`src/rtl/noise_pkg.sv`:
```
package noise_pkg;

  typedef enum logic [1:0] {
    RATE_DIV1 = 2'b00,
    RATE_DIV2 = 2'b01,
    RATE_DIV4 = 2'b10,
    RATE_TONE = 2'b11
  } noise_rate_e;

  typedef struct packed {
    logic        white;
    noise_rate_e rate;
  } noise_ctrl_t;

endpackage

```
`src/rtl/noise_rate_div.sv`:
```
module noise_rate_div
  import noise_pkg::*;
#(
  parameter int HALF_BASE = 16
) (
  input  logic        clk,
  input  logic        rst,
  input  logic        restart,
  input  logic        tick,
  input  logic        tone_tog,
  input  noise_rate_e rate,
  output logic        shift_en
);

  localparam int CW = $clog2(HALF_BASE * 4);

  logic [CW-1:0] lim_m1 [4];
  logic [CW-1:0] cnt_q;
  logic          ph_q;
  logic          fixed_src;
  logic          expire;
  logic          step;

  for (genvar g = 0; g < 4; g++) begin : g_lim
    localparam int SH = (g > 2) ? 2 : g;
    assign lim_m1[g] = CW'((HALF_BASE << SH) - 1);
  end

  always_comb begin
    fixed_src = (rate != RATE_TONE);
    expire    = tick && (cnt_q >= lim_m1[rate]);
    step      = fixed_src ? expire : tone_tog;
    shift_en  = step && !ph_q && !restart;
  end

  always_ff @(posedge clk) begin
    if (rst || restart) begin
      cnt_q <= '0;
      ph_q  <= 1'b0;
    end else if (fixed_src) begin
      if (tick) begin
        if (expire) begin
          cnt_q <= '0;
          ph_q  <= !ph_q;
        end else begin
          cnt_q <= cnt_q + 1'b1;
        end
      end
    end else if (tone_tog) begin
      ph_q <= !ph_q;
    end
  end

endmodule

```
`src/rtl/noise_shift_reg.sv`:
```
module noise_shift_reg #(
  parameter int W = 15
) (
  input  logic         clk,
  input  logic         rst,
  input  logic         restart,
  input  logic         shift_en,
  input  logic         white,
  output logic [W-1:0] state_q
);

  localparam logic [W-1:0] SEED = {1'b1, {(W-1){1'b0}}};

  logic fb;

  always_comb begin
    if (white) fb = state_q[0] ^ state_q[1];
    else       fb = state_q[0];
  end

  always_ff @(posedge clk) begin
    if (rst || restart) begin
      state_q <= SEED;
    end else if (shift_en) begin
      state_q <= {fb, state_q[W-1:1]};
    end
  end

endmodule

```
`src/rtl/noise_lfsr_gen.sv`:
```
module noise_lfsr_gen
  import noise_pkg::*;
#(
  parameter int LFSR_W    = 15,
  parameter int HALF_BASE = 16
) (
  input  logic       clk,
  input  logic       rst,
  input  logic       tick_in,
  input  logic       tone2_toggle,
  input  logic [2:0] ctrl_val,
  input  logic       ctrl_wr,
  output logic       noise_out
);

  noise_ctrl_t       ctrl;
  logic              shift_en;
  logic [LFSR_W-1:0] lfsr_q;

  assign ctrl = noise_ctrl_t'(ctrl_val);

  noise_rate_div #(.HALF_BASE(HALF_BASE)) u_div (
    .clk      (clk),
    .rst      (rst),
    .restart  (ctrl_wr),
    .tick     (tick_in),
    .tone_tog (tone2_toggle),
    .rate     (ctrl.rate),
    .shift_en (shift_en)
  );

  noise_shift_reg #(.W(LFSR_W)) u_sr (
    .clk      (clk),
    .rst      (rst),
    .restart  (ctrl_wr),
    .shift_en (shift_en),
    .white    (ctrl.white),
    .state_q  (lfsr_q)
  );

  assign noise_out = lfsr_q[0];

endmodule

```
`config.mk`:
```
export PLATFORM = sky130hd
export DESIGN_NAME = noise_lfsr_gen
export DESIGN_NICKNAME = d
export VERILOG_FILES = /design/src/rtl/noise_pkg.sv /design/src/rtl/noise_rate_div.sv /design/src/rtl/noise_shift_reg.sv /design/src/rtl/noise_lfsr_gen.sv
export SDC_FILE = /design/constraint.sdc
export NUM_CORES = 1
export LEC_CHECK = 0
export BUFFER_PORTS_ARGS = -buffer_cell sky130_fd_sc_hd__buf_2
export CORE_AREA = 2 2 43 45
export CTS_CLUSTER_SIZE = 25
export DETAILED_ROUTE_END_ITERATION = 16
export DIE_AREA = 0 0 45 47
export PLACE_DENSITY = 0.77
export SLEW_MARGIN = 20
export SYNTH_ARGS = -nofsm -noshare
export SYNTH_HDL_FRONTEND = slang
export SYNTH_SLANG_ARGS = --single-unit
```
`constraint.sdc`:
```
create_clock -name clk -period 2.68 [get_ports clk]
set_input_delay 0.536 -clock clk [delete_from_list [all_inputs] [get_ports clk]]
set_output_delay 0.536 -clock clk [all_outputs]
set_load 0.005 [all_outputs]
```
Word-level counts from Yosys, hierarchy flattened
Cells that the tools add are included.
{ "op_classes": {"order_cmp": 2, "addsub": 1, "n_mul": 0, "n_shift": 0, "n_div": 0, "n_mux": 10, "reduce_logical": 9, "eq_ne": 3, "bitwise": 2} }
{ "op_table": {"columns": ["operator", "count"], "rows": [
  ["$mux 6", 3],
  ["$bmux 6 s2", 1],
  ["$add 6x1->6 const B", 1],
  ["$ge 6x6->1", 1],
  ["$mux 1", 6],
  ["$ne 2x2->1 const B", 3],
  ["$ge 3x3->1 const B", 1],
  ["$logic_and 1x1->1", 3],
  ["$not 2->3", 1],
  ["$reduce_and 3->1", 1],
  ["$logic_not 1->1", 2],
  ["$reduce_and 2->1", 1],
  ["$reduce_bool 2->1", 1],
  ["$logic_or 1x1->1", 1],
  ["$xor 1x1->1", 1]
]} }
{ "totals": {"mem_bits_ro": 0, "ff_bits": 22, "memories": 0, "latchBits": 0, "elab_cells": 30, "ram_bits": 0} }

Longest topological paths before layout
Gate-level depths: netlist of run 1.
{ "depth": {"depth_word": 9, "depth_mapped": 8, "depth_no_buf": 6} }

By module
Synthesis of run 1 repeated with hierarchy kept, for this count alone.
{ "hier_totals": {"cells_unflattened": 99, "area_unflattened_um2": 1007.2} }
{ "by_module_without_submodules": {"columns": ["module", "n_inst", "area_per_inst_um2", "cells_each", "seq_area_each_um2"], "rows": [
  ["noise_shift_reg", 1, 586.8, 54, 300.3],
  ["noise_rate_div", 1, 420.4, 45, 140.1]
]} }

Worst setup path after synthesis of run 1
No wires, ideal clock.
{ "synth_path": {"kind": "input -> register", "startpoint": "input port ctrl_val[1]", "endpoint": "register u_sr.state_q[10]", "t_required_ns": 2.561, "path_stages": 8, "n_path_buf": 2, "slack_ns": 0.859, "t_arrival_ns": 1.702, "path_cell_list": "inv_1 ha_1 and4_1 nand4_1 a31o_1 buf_6 buf_12 mux2i_1"} }
{ "synth_via": {"elab_chain_len": 9, "elab_cells_between_ends": 10} }
{ "synth_rtl": {"columns": ["item", "line", "text"], "rows": [
  ["from (decl)", "noise_lfsr_gen.sv:11", "input logic [2:0] ctrl_val,"],
  ["$not 2->3 (implied by the code)", "noise_rate_div.sv:31", "expire = tick && (cnt_q >= lim_m1[rate]);"],
  ["$bmux 6 s2", "noise_rate_div.sv:31", null],
  ["$mux 6 (implied by the code) (2 in series)", "noise_rate_div.sv:31", null],
  ["$ge 6x6->1", "noise_rate_div.sv:31", null],
  ["$logic_and 1x1->1", "noise_rate_div.sv:31", null],
  ["$mux 1 (*)", "noise_rate_div.sv:32", "step = fixed_src ? expire : tone_tog;"],
  ["$logic_and 1x1->1 (*) (2 in series)", "noise_rate_div.sv:33", "shift_en = step && !ph_q && !restart;"],
  ["to (signal assigned)", "noise_shift_reg.sv:25", "state_q <= {fb, state_q[W-1:1]};"],
  ["to (decl)", "noise_shift_reg.sv:9", "output logic [W-1:0] state_q"]
]} }
Every way passes the cells marked *; elsewhere a longest branch is shown, timed or not. The select of a mux whose other input is x is not followed.
A chain may end at the register's enable or synchronous reset.

Final worst setup path of run 1
{ "layout_path": {"startpoint": "input port ctrl_val[1]", "endpoint": "register u_sr.state_q[13]"} }
Same word-level chain as after synthesis.

==> results of run 1 <==
## worst max-delay path, stage by stage
cell and delay, ps:
buf_2 130, inv_1 60, ha_1 290, and4_1 200, nand4_1 80, a31o_1 710, mux2i_1 280
## final cells by class
| cell class | count | area (µm²) |
|---|---|---|
| Clock inverter | 1 | 30.0 |
| Sequential cell | 22 | 440 |
| Inverter | 1 | 3.75 |
| Timing Repair Buffer | 9 | 47.5 |
| Fill cell | 150 | 627 |
| Multi-Input combinational cell | 70 | 459 |
| Tap cell | 17 | 21.3 |
| Clock buffer | 3 | 22.5 |
## metal layers
layer | GRT usage | vias up | wire length, µm | part of all wire
met5 | 0 | - | 0 | 0
met3 | 0.0346 | 4 | 32 | 0.022
met4 | 0.141 | 0 | 51 | 0.035
li1 | - | 348 | - | -
met1 | 0.190 | 293 | 649 | 0.45
met2 | 0.283 | 7 | 717 | 0.49
## stage by stage
step | setup WS [ps] | area [µm²] | cells | power [mW]
global placement | 376 | 972 | 119 | 0.370
global route | 494 | 1020 | 123 | 0.635
detailed placement | 261 | 972 | 119 | 0.372
floorplan | 859 | 938 | 96 | 0.362
finish | 614 | 1020 | 123 | 0.615
CTS | 599 | 1020 | 123 | 0.619
## power by group through the flow
| stage | Clock, mW | Sequential, mW | Combinational, mW |
|---|---|---|---|
| after global routing | 0.266 | 0.331 | 0.0382 |
| after floorplan | 0 | 0.337 | 0.0250 |
| after global placement | 0 | 0.337 | 0.0328 |
| after detailed placement | 0 | 0.338 | 0.0338 |
| after CTS | 0.254 | 0.330 | 0.0342 |
| final | 0.250 | 0.330 | 0.0339 |
## cell usage after synthesis, types with 2 or more instances
cell type / n
xor2_1: 4
ha_1: 3
xnor2_1: 2
nand2_1: 23
dfxtp_1: 22
mux2i_1: 15
nor2_1: 7
nand4_1: 3
nor3_1: 2
a21oi_1: 2
## worst max-delay path by stage
stage                startpoint                       endpoint  cells after the start
finish              ctrl_val[1]  u_sr.state_q[13]$_SDFFE_PP0P_                      7
global route        ctrl_val[1]  u_sr.state_q[13]$_SDFFE_PP0P_                      7
CTS                 ctrl_val[1]  u_sr.state_q[13]$_SDFFE_PP0P_                      7
detailed placement  ctrl_val[1]  u_sr.state_q[13]$_SDFFE_PP0P_                      7
global placement    ctrl_val[1]   u_sr.state_q[1]$_SDFFE_PP0P_                      7
floorplan           ctrl_val[1]  u_sr.state_q[10]$_SDFFE_PP0P_                      8
## sequential cells by signal (all words and copies together), names as in the netlist
signal / count
u_div.ph_q: 1
u_div.cnt_q: 6
u_sr.state_q: 15
## kinds of logic (layout without fill, tap and decap cells)
kind of cell               after synthesis  after routing  share of synthesized area
and+or+nand+nor                         38             38                      0.172
DFF                                     22             22                      0.469
muxes                                   15             15                      0.160
AOI/OAI and AO/OA                        8              8                     0.0613
xor gates and xnor gates                 6              6                     0.0560
buffers and inverters                    4             14                     0.0413
adders and majority gates                3              3                     0.0400
==> metrics.txt, run 1 <==
peak supply drop 299 µV; sequential fraction of the synthesis area 0.469; Static Leak 0.488 nW; Synth Instances 96; number of distinct library cells after synthesis 23; relative slew slack 0.438; EDFF count, synth 0; Hold Path Stages 2; Post-CTS Hold Buffers 0; Hold Path End u_sr.state_q[6]$_SDFFE_PP0P_; Setup Fix Bufs, Post-CTS 0; reg-to-reg slack, setup 700 ps; FFs w/ async S/R, synth 0; share of the synthesized area in the top cell type 0.469; Req. time, crit path 2910 ps; PortBufs 8; area delta synth->final 9.20%; dpl hpwl 1110 µm; Routed Antenna Nets 0; total wire length 1450 µm; Worst-path clk slew 130 ps; CTS root buffer clkbuf_4; status finished, final reports clean; dominant cell type by area after synthesis dfxtp_1; first-pass GRT wire length 2450 µm; FP Rows 15; sw power 0.120 mW; final slew viol count 0; post-layout net count 118; Skew-Pair Late Insertion Delay 310 ps; Worst Hold Slack 467 ps; mapped cell area 938 µm²; skew final 10.6 ps; combinational fraction of design power 0.055; main area contributors after synthesis dfxtp_1 (47%), mux2i_1 (16%), nand2_1 (9.2%), ha_1 (4.0%), xor2_1 (3.7%); most frequent cells in the layout nand2_1 (23), dfxtp_1 (22), mux2i_1 (15); drt first pass iters 4; CP Capture Type flop; post-layout util 0.620; FF-to-FF Start u_div.cnt_q[5]$_SDFFE_PP0P_; Initial Utilization 0.568; Avg Vias per Cell 5.30; fin crit share 0.771; Max Freq 0.484 GHz; Ys Warns 0; pin count of the biggest net entering global routing 17; n_diodes 0; pwr dens 600 nW/µm²; TritonCTS Buffers 3; drt initial violations 5; final hold vios 0; RR Endpoint u_sr.state_q[13]$_SDFFE_PP0P_; vias 652; Global Route Usage Sum 0.171; Worst Max-Slew Pin Slew 843 ps; GPL Wtd Cong 0.748; syn avg cell area 9.78 µm²; Clock Path Buffers 2; vias in the first global route 614; P_int 0.494 mW; top_reg_cell synth dfxtp_1; TritonCTS clock tree yes; Hold Crit Class flop to flop; Hold Path Origin u_sr.state_q[7]$_SDFFE_PP0P_; global route overflow 0; clock power share 0.407; Final setup viols 0; Die H 47 µm; minimum clock period 2070 ps; WL/cell 11.8 µm; Die ar. 2120 µm²; Top Ports 9; worst reg-to-reg path cell count 5; layout cells sized above 1 0.132; RSZ-0062 raised after global routing no; Setup Crit Path Kind input port to flop; post-route setup TNS 0 ps; H-Tree Depth 1; syn_nets 107; Switching Share 0.196; initial antenna violation count 0; number of remaining DRC errors 0; startpoint type of the worst setup path input port; most common cell after layout, fill and taps aside nand2_1; CORE AREA 1650 µm²; post-CTS sizing 0; arrival time at the worst endpoint 2290 ps; Seq cells post-synth 22; Die Span X 45 µm; CTS sink cnt 22; peak fanout along the critical path 16; Max-Cap Viols 0; share of total power in sequential cells 0.537
Power figures use the tool's default switching activity.
==> run 2, diff against run 1 <==
--- a/config.mk
+++ b/config.mk
@@ -5,12 +5,13 @@
 export SDC_FILE = /design/constraint.sdc
 export NUM_CORES = 1
 export LEC_CHECK = 0
+export ABC_AREA = 1
 export BUFFER_PORTS_ARGS = -buffer_cell sky130_fd_sc_hd__buf_2
-export CORE_AREA = 2 2 43 45
+export CORE_AREA = 2 2 49 51
 export CTS_CLUSTER_SIZE = 25
 export DETAILED_ROUTE_END_ITERATION = 16
-export DIE_AREA = 0 0 45 47
-export PLACE_DENSITY = 0.77
+export DIE_AREA = 0 0 51 53
+export PLACE_DENSITY = 0.69
 export SLEW_MARGIN = 20
 export SYNTH_ARGS = -nofsm -noshare
 export SYNTH_HDL_FRONTEND = slang
==> constraint.sdc (replaced) <==
create_clock -name clk -period 1.9 [get_ports clk]
set_input_delay 0.38 -clock clk [delete_from_list [all_inputs] [get_ports clk]]
set_output_delay 0.38 -clock clk [all_outputs]
set_load 0.005 [all_outputs]
==> metrics.txt, run 2 <==
EDFF count, synth 0 (unchanged); Initial Utilization 0.483 (was 0.568); final hold vios 0 (unchanged); initial antenna violation count 0 (unchanged); main area contributors after synthesis dfxtp_1 (42%), nand2_1 (13%), nor2_1 (11%), inv_1 (6.9%), nor2_2 (4.2%) (was dfxtp_1 (47%), mux2i_1 (16%), nand2_1 (9.2%), ha_1 (4.0%), xor2_1 (3.7%)); peak fanout along the critical path 11 (was 16); Setup Crit Path Kind flop to flop (was input port to flop); Skew-Pair Late Insertion Delay 300 ps (was 310 ps); Clock Path Buffers 2 (unchanged); top_reg_cell synth dfxtp_1 (unchanged); pre-CTS WS 135 ps (was 261 ps); number of distinct library cells after synthesis 19 (was 23); top flop regs u_sr.state_q (15), u_div.cnt_q (6), u_div.ph_q (1) (unchanged); Synth Instances 144 (was 96); FFs w/ async S/R, synth 0 (unchanged); CTS sink cnt 22 (unchanged); first-pass GRT wire length 3420 µm (was 2450 µm); CORE AREA 2150 µm² (was 1650 µm²); minimum clock period 1550 ps; post-CTS sizing 0 (unchanged); drt first pass iters 4 (unchanged); RR Endpoint u_sr.state_q[1]$_SDFFE_PP0P_ (was u_sr.state_q[13]$_SDFFE_PP0P_); vias in the first global route 876 (was 614); pwr dens 656 nW/µm² (was 600 nW/µm²); most frequent CP cell nor2_1; n_diodes 0 (unchanged); global route overflow 0 (unchanged); CP cell instances ha_1 -> nand3_1 -> o21ai_2 -> nand2_2 -> nand2_4 -> nand3_2 -> buf_4 -> nor2_1 -> nor2_1 (was buf_2 -> inv_1 -> ha_1 -> and4_1 -> nand4_1 -> a31o_1 -> mux2i_1); fin area 1140 µm² (was 1020 µm²); WL/cell 9.66 µm (was 11.8 µm); number of remaining DRC errors 0 (unchanged); Die H 53 µm (was 47 µm); H-Tree Depth 1 (unchanged); dpl hpwl 1330 µm (was 1110 µm); area delta synth->final 9.65% (was 9.20%); Seq cells post-synth 22 (unchanged); status finished, final reports clean (unchanged); arrival time at the worst endpoint 1760 ps (was 2290 ps); Simple-Gate Fraction of Synth Area 0.364 (was 0.172); complex-gate fraction of the synthesized area 0.0253 (was 0.0613); vias 822 (was 652); TritonCTS Buffers 3 (unchanged); total wire length 1780 µm (was 1450 µm); FF-to-FF Start u_div.cnt_q[0]$_SDFFE_PP0P_ (was u_div.cnt_q[5]$_SDFFE_PP0P_); Post-Synth XOR/XNOR Area 0.0507 (was 0.0560); RSZ-0062 raised after global routing no (unchanged); FP Rows 17 (was 15); Static Leak 0.580 nW (was 0.488 nW); Avg Vias per Cell 4.47 (was 5.30); Tot Pwr 0.746 mW (was 0.615 mW); relative slew slack 0.848 (was 0.438); Top Ports 9 (unchanged); GPL Wtd Cong 0.802 (was 0.748); multi-input logic area 494 µm² (was 459 µm²); peak supply drop 467 µV (was 299 µV); post-route setup TNS 0 ps (unchanged); final slew viol count 0 (unchanged); Hold Path End u_div.cnt_q[1]$_SDFFE_PP0P_ (was u_sr.state_q[6]$_SDFFE_PP0P_); CTS root buffer clkbuf_4 (unchanged); sequential fraction of the synthesis area 0.425 (was 0.469); CP Capture Type flop (unchanged); post-layout net count 169 (was 118); Global Route Usage Sum 0.167 (was 0.171); most numerous cell in the Yosys netlist nand2_1 (unchanged); setup ws final 346 ps (was 614 ps); Biggest register u_sr.state_q (unchanged); max reg flops 15 (unchanged); Req. time, crit path 2110 ps (was 2910 ps); area occupied by registers 440 µm² (unchanged); Hold Path Stages 4 (was 2); Synth Area in Adders 0.0362 (was 0.0400); Final setup viols 0 (unchanged); Placed Area 1110 µm² (was 972 µm²); worst reg-to-reg path cell count 9 (was 5); PortBufs 8 (unchanged); syn_nets 155 (was 107); Routed Antenna Nets 0 (unchanged); mapped cell area 1040 µm² (was 938 µm²); reg-to-reg slack, setup 350 ps (was 700 ps); Ys Warns 0 (unchanged); mux cell area share after synthesis 0 (was 0.160); skew final 2.58 ps (was 10.6 ps); slowest CP cell dfxtp_1 (was a31o_1); top cells by count, synth nand2_1 (36), nor2_1 (30), dfxtp_1 (22), inv_1 (19) (was nand2_1 (23), dfxtp_1 (22), mux2i_1 (15), nor2_1 (7), xor2_1 (4)); drt initial violations 12 (was 5); CP max stage delay 390 ps (was 710 ps); Post-CTS Hold Buffers 0 (unchanged); share of the synthesized area in the top cell type 0.425 (was 0.469); TritonCTS clock tree yes (unchanged); Hold Crit Class input port to flop (was flop to flop); Worst Max-Slew Pin Slew 227 ps (was 843 ps); Worst-path clk slew 110 ps (was 130 ps); largest family of logic cells by synthesized area simple AND/OR/NAND/NOR gates (unchanged); startpoint type of the worst setup path flop (was input port); layout cells sized above 1 0.186 (was 0.132); Die ar. 2700 µm² (was 2120 µm²); Max-Cap Viols 0 (unchanged); Max Freq 0.643 GHz; Hold Path Origin tick_in (was u_sr.state_q[7]$_SDFFE_PP0P_); pin count of the biggest net entering global routing 17 (unchanged); syn avg cell area 7.20 µm² (was 9.78 µm²); Setup Fix Bufs, Post-CTS 0 (unchanged); Die Span X 51 µm (was 45 µm); most common cell after layout, fill and taps aside nand2_1 (unchanged); fin crit share 0.818; most frequent cells in the layout nand2_1 (36), nor2_1 (30), dfxtp_1 (22) (was nand2_1 (23), dfxtp_1 (22), mux2i_1 (15)); fill count 218 (was 150); dominant cell type by area after synthesis dfxtp_1 (unchanged)
[run 2: changes by cell type after synthesis, moves of 2 or more]
cell,change
nor2_1,+23
nor2_2,+7
nor3_1,-2
nand4_1,-2
mux2i_1,-15
nand2_4,+2
nand3_1,+6
nand2_1,+13
nand2_2,+2
inv_1,+18
[run 2: kinds of logic (layout without fill, tap and decap cells)]
kind of cell	after synthesis	after routing
AOI/OAI and AO/OA	4	4
adders and majority gates	3	3
and+or+nand+nor	86	86
xor gates and xnor gates	6	6
DFF	22	22
buffers and inverters	23	35
[run 2: layer usage]
| metal | track usage | wire length, µm | vias to the layer above |
|---|---|---|---|
| met5 | 0 | 0 | - |
| met4 | 0.0856 | 37 | 0 |
| met3 | 0.0254 | 40 | 6 |
| met2 | 0.284 | 805 | 10 |
| met1 | 0.205 | 895 | 354 |
| li1 | - | - | 452 |
[run 2: worst max path at each step]
stage / startpoint / to / slack [ps] / cells after the start
3_3_place_gp: ctrl_val[1] / u_sr.state_q[1]$_SDFFE_PP0P_ / 190 / 11
4_1_cts: u_div.cnt_q[0]$_SDFFE_PP0P_ / u_sr.state_q[1]$_SDFFE_PP0P_ / 330 / 9
2_1_floorplan: ctrl_val[1] / u_sr.state_q[10]$_SDFFE_PP0P_ / 380 / 10
6_report: u_div.cnt_q[0]$_SDFFE_PP0P_ / u_sr.state_q[1]$_SDFFE_PP0P_ / 350 / 9
5_1_grt: u_div.cnt_q[0]$_SDFFE_PP0P_ / u_sr.state_q[3]$_SDFFE_PP0P_ / 210 / 9
3_5_place_dp: ctrl_val[1] / u_sr.state_q[1]$_SDFFE_PP0P_ / 130 / 11
[run 2: layout make-up]
cell class / instances / share of cell area
multi-input cells: 99 / 0.435
flip-flops and latches: 22 / 0.387
inverters: 20 / 0.0660
repair buffers: 12 / 0.0616
well taps: 28 / 0.0308
clock buffers: 3 / 0.0198
[run 2: critical path, delay by kind of cell, from the launching register on]
family	cells	cell delay, ps
buffers and inverters	1	190
adder cells (fa/ha/maj)	1	210
AND/OR/NAND/NOR	6	530
AO/OA/AOI/OAI	1	130
flip-flops	1	390
[run 2: power by group]
group | internal [mW] | total, mW | switching, mW | leakage, nW
Clock | 0.0740 | 0.204 | 0.130 | 0.0138
Sequential | 0.470 | 0.476 | 0.00615 | 0.178
Combinational | 0.0256 | 0.0665 | 0.0409 | 0.388
Total | 0.570 | 0.746 | 0.177 | 0.580
[run 2: per-stage QoR]
stage           util  hold WS [ps]  std cells
2_1_floorplan      -           443        144
3_3_place_gp   0.519           459        181
3_5_place_dp   0.519           470        181
4_1_cts        0.529           385        184
5_1_grt        0.529           428        184
6_report       0.529           389        184
